### src/rtl/dmem_pkg.sv
package dmem_pkg;
  typedef enum logic [1:0] {
    OP_READ  = 2'b00,
    OP_WRITE = 2'b01,
    OP_SET   = 2'b10,
    OP_CLR   = 2'b11
  } op_t;

  typedef enum logic [1:0] {
    RG_NONE = 2'd0,
    RG_SFR  = 2'd1,
    RG_GP   = 2'd2,
    RG_DISP = 2'd3
  } region_t;

  localparam int BANK_SEL_W = 4;

  // strobes from decode to storage
  typedef struct packed {
    region_t               region;
    logic [BANK_SEL_W-1:0] gpBank;
    logic [7:0]            loc;     // SFR address or offset from 40h
    logic                  wrStb;
    logic                  setStb;
    logic                  clrStb;
  } strobe_t;
endpackage

### src/rtl/dmem_decode.sv
module dmem_decode
  import dmem_pkg::*;
#(
  parameter int NUM_GP_BANKS = 4,
  parameter int GP_LAST      = 8'h7F,
  parameter int DISP_LAST    = 8'h5F,
  parameter int SFR_LAST     = 8'h14
) (
  input  logic [1:0] opKind,
  input  logic [7:0] addr,
  input  logic [7:0] bankPtr,
  input  logic [7:0] ptr0,
  input  logic [7:0] ptr1,
  output strobe_t    stb
);
  localparam logic [7:0] GP_TOP   = 8'(GP_LAST);
  localparam logic [7:0] DISP_TOP = 8'(DISP_LAST);
  localparam logic [7:0] SFR_TOP  = 8'(SFR_LAST);
  localparam logic [7:0] BANK_TOP = 8'(NUM_GP_BANKS);
  localparam logic [7:0] RAM_BASE = 8'h40;

  logic       viaP0, viaP1, loopBack, anyHit;
  logic [7:0] effAddr;
  op_t        op;

  always_comb begin
    op       = op_t'(opKind);
    viaP0    = (addr == 8'h00);
    viaP1    = (addr == 8'h02);
    effAddr  = viaP0 ? ptr0 : (viaP1 ? ptr1 : addr);
    loopBack = (viaP0 || viaP1) && (effAddr == 8'h00 || effAddr == 8'h02);

    stb        = '0;
    stb.region = RG_NONE;
    if (loopBack) begin
      stb.region = RG_NONE;
    end else if (effAddr < RAM_BASE) begin
      if (effAddr <= SFR_TOP) begin
        stb.region = RG_SFR;
        stb.loc    = effAddr;
      end
    end else if (bankPtr == 8'h00) begin
      if (effAddr <= GP_TOP) begin
        stb.region = RG_GP;
        stb.gpBank = '0;
        stb.loc    = effAddr - RAM_BASE;
      end
    end else if (bankPtr == 8'h01) begin
      if (viaP1 && effAddr <= DISP_TOP) begin
        stb.region = RG_DISP;
        stb.loc    = effAddr - RAM_BASE;
      end
    end else if (bankPtr <= BANK_TOP) begin
      if (effAddr <= GP_TOP) begin
        stb.region = RG_GP;
        stb.gpBank = BANK_SEL_W'(bankPtr - 8'd1);
        stb.loc    = effAddr - RAM_BASE;
      end
    end

    anyHit     = (stb.region != RG_NONE);
    stb.wrStb  = anyHit && (op == OP_WRITE);
    stb.setStb = anyHit && (op == OP_SET);
    stb.clrStb = anyHit && (op == OP_CLR);
  end
endmodule

### src/rtl/dmem_store.sv
module dmem_store
  import dmem_pkg::*;
#(
  parameter int NUM_GP_BANKS = 4,
  parameter int GP_LAST      = 8'h7F,
  parameter int DISP_LAST    = 8'h5F,
  parameter int SFR_LAST     = 8'h14
) (
  input  logic       clk,
  input  logic       rst,
  input  strobe_t    stb,
  input  logic [2:0] bitSel,
  input  logic [7:0] wrData,
  output logic [7:0] rdData,
  output logic [7:0] bankPtr,
  output logic [7:0] ptr0,
  output logic [7:0] ptr1
);
  localparam int SFR_NUM    = SFR_LAST + 1;
  localparam int SFR_AW     = $clog2(SFR_NUM);
  localparam int GP_DEPTH   = GP_LAST - 8'h40 + 1;
  localparam int GP_AW      = $clog2(GP_DEPTH);
  localparam int DISP_DEPTH = DISP_LAST - 8'h40 + 1;
  localparam int DISP_AW    = $clog2(DISP_DEPTH);

  logic [7:0] sfrQ   [SFR_NUM];
  logic [7:0] gpRd   [NUM_GP_BANKS];
  logic [7:0] dispMem[DISP_DEPTH];
  logic [7:0] curRd, newVal, bitMask;
  logic       anyWe, sfrWe, gpWe, dispWe;

  assign anyWe  = stb.wrStb || stb.setStb || stb.clrStb;
  assign sfrWe  = anyWe && (stb.region == RG_SFR);
  assign gpWe   = anyWe && (stb.region == RG_GP);
  assign dispWe = anyWe && (stb.region == RG_DISP);

  // control registers; slots 00h and 02h are never addressed by decode
  always_ff @(posedge clk) begin
    if (rst) begin
      for (int i = 0; i < SFR_NUM; i++) sfrQ[i] <= 8'h00;
    end else if (sfrWe) begin
      sfrQ[stb.loc[SFR_AW-1:0]] <= newVal;
    end
  end

  assign ptr0    = sfrQ[1];
  assign ptr1    = sfrQ[3];
  assign bankPtr = sfrQ[4];

  // one storage block per general-purpose bank
  for (genvar b = 0; b < NUM_GP_BANKS; b++) begin : g_bank
    logic [7:0] mem [GP_DEPTH];
    always_ff @(posedge clk) begin
      if (gpWe && stb.gpBank == BANK_SEL_W'(b))
        mem[stb.loc[GP_AW-1:0]] <= newVal;
    end
    assign gpRd[b] = mem[stb.loc[GP_AW-1:0]];
  end

  always_ff @(posedge clk) begin
    if (dispWe) dispMem[stb.loc[DISP_AW-1:0]] <= newVal;
  end

  always_comb begin
    case (stb.region)
      RG_SFR:  curRd = sfrQ[stb.loc[SFR_AW-1:0]];
      RG_GP:   curRd = gpRd[stb.gpBank];
      RG_DISP: curRd = dispMem[stb.loc[DISP_AW-1:0]];
      default: curRd = 8'h00;
    endcase
    bitMask = 8'h01 << bitSel;
    if (stb.setStb)      newVal = curRd | bitMask;
    else if (stb.clrStb) newVal = curRd & ~bitMask;
    else                 newVal = wrData;
  end

  assign rdData = curRd;
endmodule

### src/rtl/dmem_bank_ctrl.sv
module dmem_bank_ctrl
  import dmem_pkg::*;
#(
  parameter int NUM_GP_BANKS = 4,
  parameter int GP_LAST      = 8'h7F,
  parameter int DISP_LAST    = 8'h5F,
  parameter int SFR_LAST     = 8'h14
) (
  input  logic       clk,
  input  logic       rst,
  input  logic [1:0] opKind,
  input  logic [7:0] addr,
  input  logic [2:0] bitSel,
  input  logic [7:0] wrData,
  output logic [7:0] rdData
);
  strobe_t    stb;
  logic [7:0] bankPtr, ptr0, ptr1;

  dmem_decode #(
    .NUM_GP_BANKS(NUM_GP_BANKS), .GP_LAST(GP_LAST),
    .DISP_LAST(DISP_LAST), .SFR_LAST(SFR_LAST)
  ) decode_i (
    .opKind(opKind), .addr(addr), .bankPtr(bankPtr),
    .ptr0(ptr0), .ptr1(ptr1), .stb(stb)
  );

  dmem_store #(
    .NUM_GP_BANKS(NUM_GP_BANKS), .GP_LAST(GP_LAST),
    .DISP_LAST(DISP_LAST), .SFR_LAST(SFR_LAST)
  ) store_i (
    .clk(clk), .rst(rst), .stb(stb), .bitSel(bitSel), .wrData(wrData),
    .rdData(rdData), .bankPtr(bankPtr), .ptr0(ptr0), .ptr1(ptr1)
  );
endmodule

### config.mk
export PLATFORM = sky130hd
export DESIGN_NAME = dmem_bank_ctrl
export DESIGN_NICKNAME = d
export VERILOG_FILES = /design/src/rtl/dmem_pkg.sv /design/src/rtl/dmem_decode.sv /design/src/rtl/dmem_store.sv /design/src/rtl/dmem_bank_ctrl.sv
export SDC_FILE = /design/constraint.sdc
export NUM_CORES = 2
export LEC_CHECK = 0
export ABC_AREA = 1
export BUFFER_PORTS_ARGS = -buffer_cell sky130_fd_sc_hd__buf_2
export CAP_MARGIN = 5
export CORE_UTILIZATION = 40
export CTS_CLUSTER_DIAMETER = 50
export CTS_CLUSTER_SIZE = 12
export DETAILED_ROUTE_END_ITERATION = 10
export PLACE_DENSITY = 0.62
export SYNTH_ARGS = -nofsm -noshare
export SYNTH_HDL_FRONTEND = slang
export SYNTH_SLANG_ARGS = --single-unit
### constraint.sdc
create_clock -name clk -period 28.6 [get_ports clk]
set_clock_uncertainty 0.05 [all_clocks]
set_input_delay 5.72 -clock clk [delete_from_list [all_inputs] [get_ports clk]]
set_output_delay 5.72 -clock clk [all_outputs]
set_load 0.02 [all_outputs]
==> impl_metrics.yaml <==
power_and_ir_drop:
  powerDensity_mw_per_mm2: 67.3
  p_comb_share_pct: 6.1
  p_seq_share_pct: 51.9
  p_sw_share_pct: 22.7
  p_leak_nw: 47.0
  intPower_mw: 6.27
  p_sw_mw: 1.84
  clkPwrFrac_pct: 42.0
  ir_drop_mv: 0.0682
  p_total_mw: 8.11
grt:
  grt_max_degree: 220
  antenna_found_initial: 10
  grt_use_total_pct: 24.2
  grt_first_pass_wirelength_mm: 480
  first_global_vias: 69500
  grt_overflow: 0
synth:
  yosysSeqAreaShare_pct: 71.0
  syn_inst: 10100
  synth.cell_area_sq_mm: 0.108
  synth.area.top_cells: "edfxtp_1 (71%), nand2_1 (11%), nor2_1 (4.0%)"
  syn_area_per_cell_sq_um: 10.7
  yosysUniqueCellTypes: 48
  synth-compound-area-share_pct: 5.19
  synth-adder-area-share_pct: 0.0347
  synth_mux_area_share_pct: 0
  ys_warn_count: 0
  yosys.area.top_type: "edfxtp_1"
  ys_ff_latch: 2556
  synth_xor_area_share_pct: 0.0162
  synthSimpleGateAreaFrac_pct: 18.1
  yosys.area.top_type_share_pct: 71.0
  synth_top_family_by_area: "simple AND/OR/NAND/NOR gates"
setup_path:
  crit_slowest_cell: "nand2_8"
  cp.buffers_inverters: 7
  r2r_slack_ns: 17.54
  critical_path.top_delay_family: "simple AND/OR/NAND/NOR gates"
  start_kind: "input port"
  required_ns: 22.83
  cpPeakStageDelay_ns: 0.82
  critPathLaunch: "addr[7]"
  regToRegStartpoint: "store_i.sfrQ[4][0]"
  crit_path_end_kind: "output pin"
  worst-setup-path-type: "in -> out"
  worstPathArrival_ns: 13.32
  cp_max_fo: 80
finish:
  drive_above_1_share_pct: 7.23
  fin_nets: 10100
  fill_cells: 24400
  post-route-cell-area_sq_mm: 0.121
  area_delta_synth_final_pct: 11.5
sta:
  grt_setup_unrepaired: "false"
  finalSetupViolations: 0
  fin_setup_tns_ns: 0
  min_period_ns: 19.09
  worst_slew_pin_slew_ns: 1.27
  slew_headroom_pct: 14.5
  final_max_slew_viol_count: 0
  hold_viol_final: 0
  timing.final.crit_share_pct: 66.7
  fmax_ghz: 0.0524
clocking:
  cts_root_buf: "clkbuf_16"
  cts-resized-gates: 0
  cts_max_path_buffers: 4
  cts_hold_buf: 0
  cts_made_buffers: 286
  cts.sinks: 2556
  cts.htree.levels: 5
  cts_tree: "done"
  post-cts-setup-buffers: 0
  path_clk_slew_ns: 0.06
  clkLatencyLatePin_ns: 0.95
placed_design:
  dp_hpwl_mm: 196
  port_buffers: 30
  place_congestion: 0.941
  postPlaceCellArea_sq_mm: 0.112
hold_path:
  hold_path_class: "reg -> reg"
  min_from: "store_i.sfrQ[1][3]"
floorplanning:
  die_w_microns: 522
  io_pins: 31
  rows: 190
  die_y_microns: 522
  die_area_sq_mm: 0.273
  start_util_pct: 40.3
  core_area_sq_mm: 0.268
detailed_routing:
  ant_nets: 0
  drt_iter0_drc: 9354
  wire_per_inst_microns: 24.3
  dr.pass1.iters: 6
  drcViolationCount: 0
  via_per_inst: 5.38
  routed_wl_mm: 335
  vias: 74200
flow_run:
  cap_violations: 0
outcome:
  status: "finished clean"
-- worst register-to-register path, delay by kind of cell, from the launching register on --
family,cells,cell delay [ns]
simple gates,16,4.66
buf+inv,10,4.96
compound gates,2,0.20
flops,1,0.46
fa+ha+maj,1,0.20
-- cell families after synthesis --
kind of cell | after synthesis
other cells | 1
buf+inv | 1535
fa+ha+maj | 3
simple gates | 4919
compound gates | 1055
xor+xnor | 2
flops | 2556
-- cell usage after synthesis, drive strengths merged --
cell type and count:
ha 3, xor2 2, nor4 3, a31oi 6, nor2 1153, o22a 16, edfxtp 2556, clkinv 5
o21bai 4, clkbuf 230, conb 1, o21a 15, o21ai 663, a22oi 1, a21oi 256, o31a 3
nand3b 5, o2111ai 2, inv 1028, o31ai 9, a211oi 1, nand4 101, or2 159, nand3 258
o22ai 49, nand2 3191, o211ai 23, nor3 49, o221ai 7, buf 272
-- stage by stage --
stage	utilization (%)	instances	hold WS (ns)	setup slack [ns]
6_report	44.9	13800	1.33	9.51
5_1_grt	44.9	13800	1.37	9.44
4_1_cts	44.9	13800	1.30	9.69
3_5_place_dp	41.8	13400	1.30	9.71
3_3_place_gp	41.8	13400	1.30	9.64
2_1_floorplan	-	10200	0.911	14.41
-- metal layers --
metal / GRT usage [%] / vias up / wire length (microns)
met5: 0 / - / 28
met3: 4.73 / 735 / 35400
li1: - / 33300 / -
met1: 33.0 / 36100 / 133000
met2: 37.2 / 4102 / 150000
met4: 11.2 / 4 / 16200
-- cell type report --
cell class                      instances  area, sq um  area share (%)
Inverter                             1033         3920            3.25
Multi-Input combinational cell       6079        25900            21.5
Clock buffer                          315         7410            6.15
Clock inverter                         74          830           0.688
Sequential cell                      2556        76800            63.7
Timing Repair Buffer                  167         1340            1.11
Antenna cell                            4         10.0         0.00830
Tap cell                             3552         4440            3.69
-- state kept, by name (all words and copies together) (netlist names) --
signal	flops
store_i.g_bank.mem	2048
store_i.dispMem	256
store_i.sfrQ	252
-- worst paths after layout --
check	end	depth (start not counted)
worst max-delay path	rdData[4]	26
worst min-delay path	store_i.dispMem[16][5]	6
worst max register to register	store_i.g_bank[3].mem[2][4]	29
worst min register to register	store_i.dispMem[16][5]	6
-- power by group through the flow --
stage	Sequential, mW	Clock (mW)	Combinational (mW)
floorplan	4.32	0	0.265
global placement	4.29	0	0.482
detailed placement	4.29	0	0.488
CTS	4.21	3.43	0.490
global route	4.21	3.56	0.526
finish	4.21	3.41	0.497
-- placed cells by master, fill, tap and decap left out, types with 9 or more instances in the layout --
| master | instances |
|---|---|
| inv_1 | 1008 |
| or2_2 | 154 |
| o22ai_1 | 49 |
| buf_4 | 120 |
| edfxtp_1 | 2556 |
| clkinv_2 | 19 |
| bufinv_16 | 16 |
| o211ai_1 | 23 |
| nor3_1 | 45 |
| nor2_4 | 14 |
| nor2_1 | 1138 |
| clkbuf_16 | 293 |
| nand3_1 | 251 |
| o22a_1 | 16 |
| nand2_1 | 3178 |
| buf_2 | 31 |
| inv_2 | 13 |
| o21ai_1 | 112 |
| nand4_1 | 100 |
| a21oi_1 | 252 |
| clkbuf_1 | 22 |
| o21a_1 | 15 |
| buf_12 | 13 |
| o21ai_0 | 550 |
| conb_1 | 100 |
| o31ai_1 | 9 |
| clkinv_1 | 22 |
Note: power is estimated with default switching activity, not from simulation.
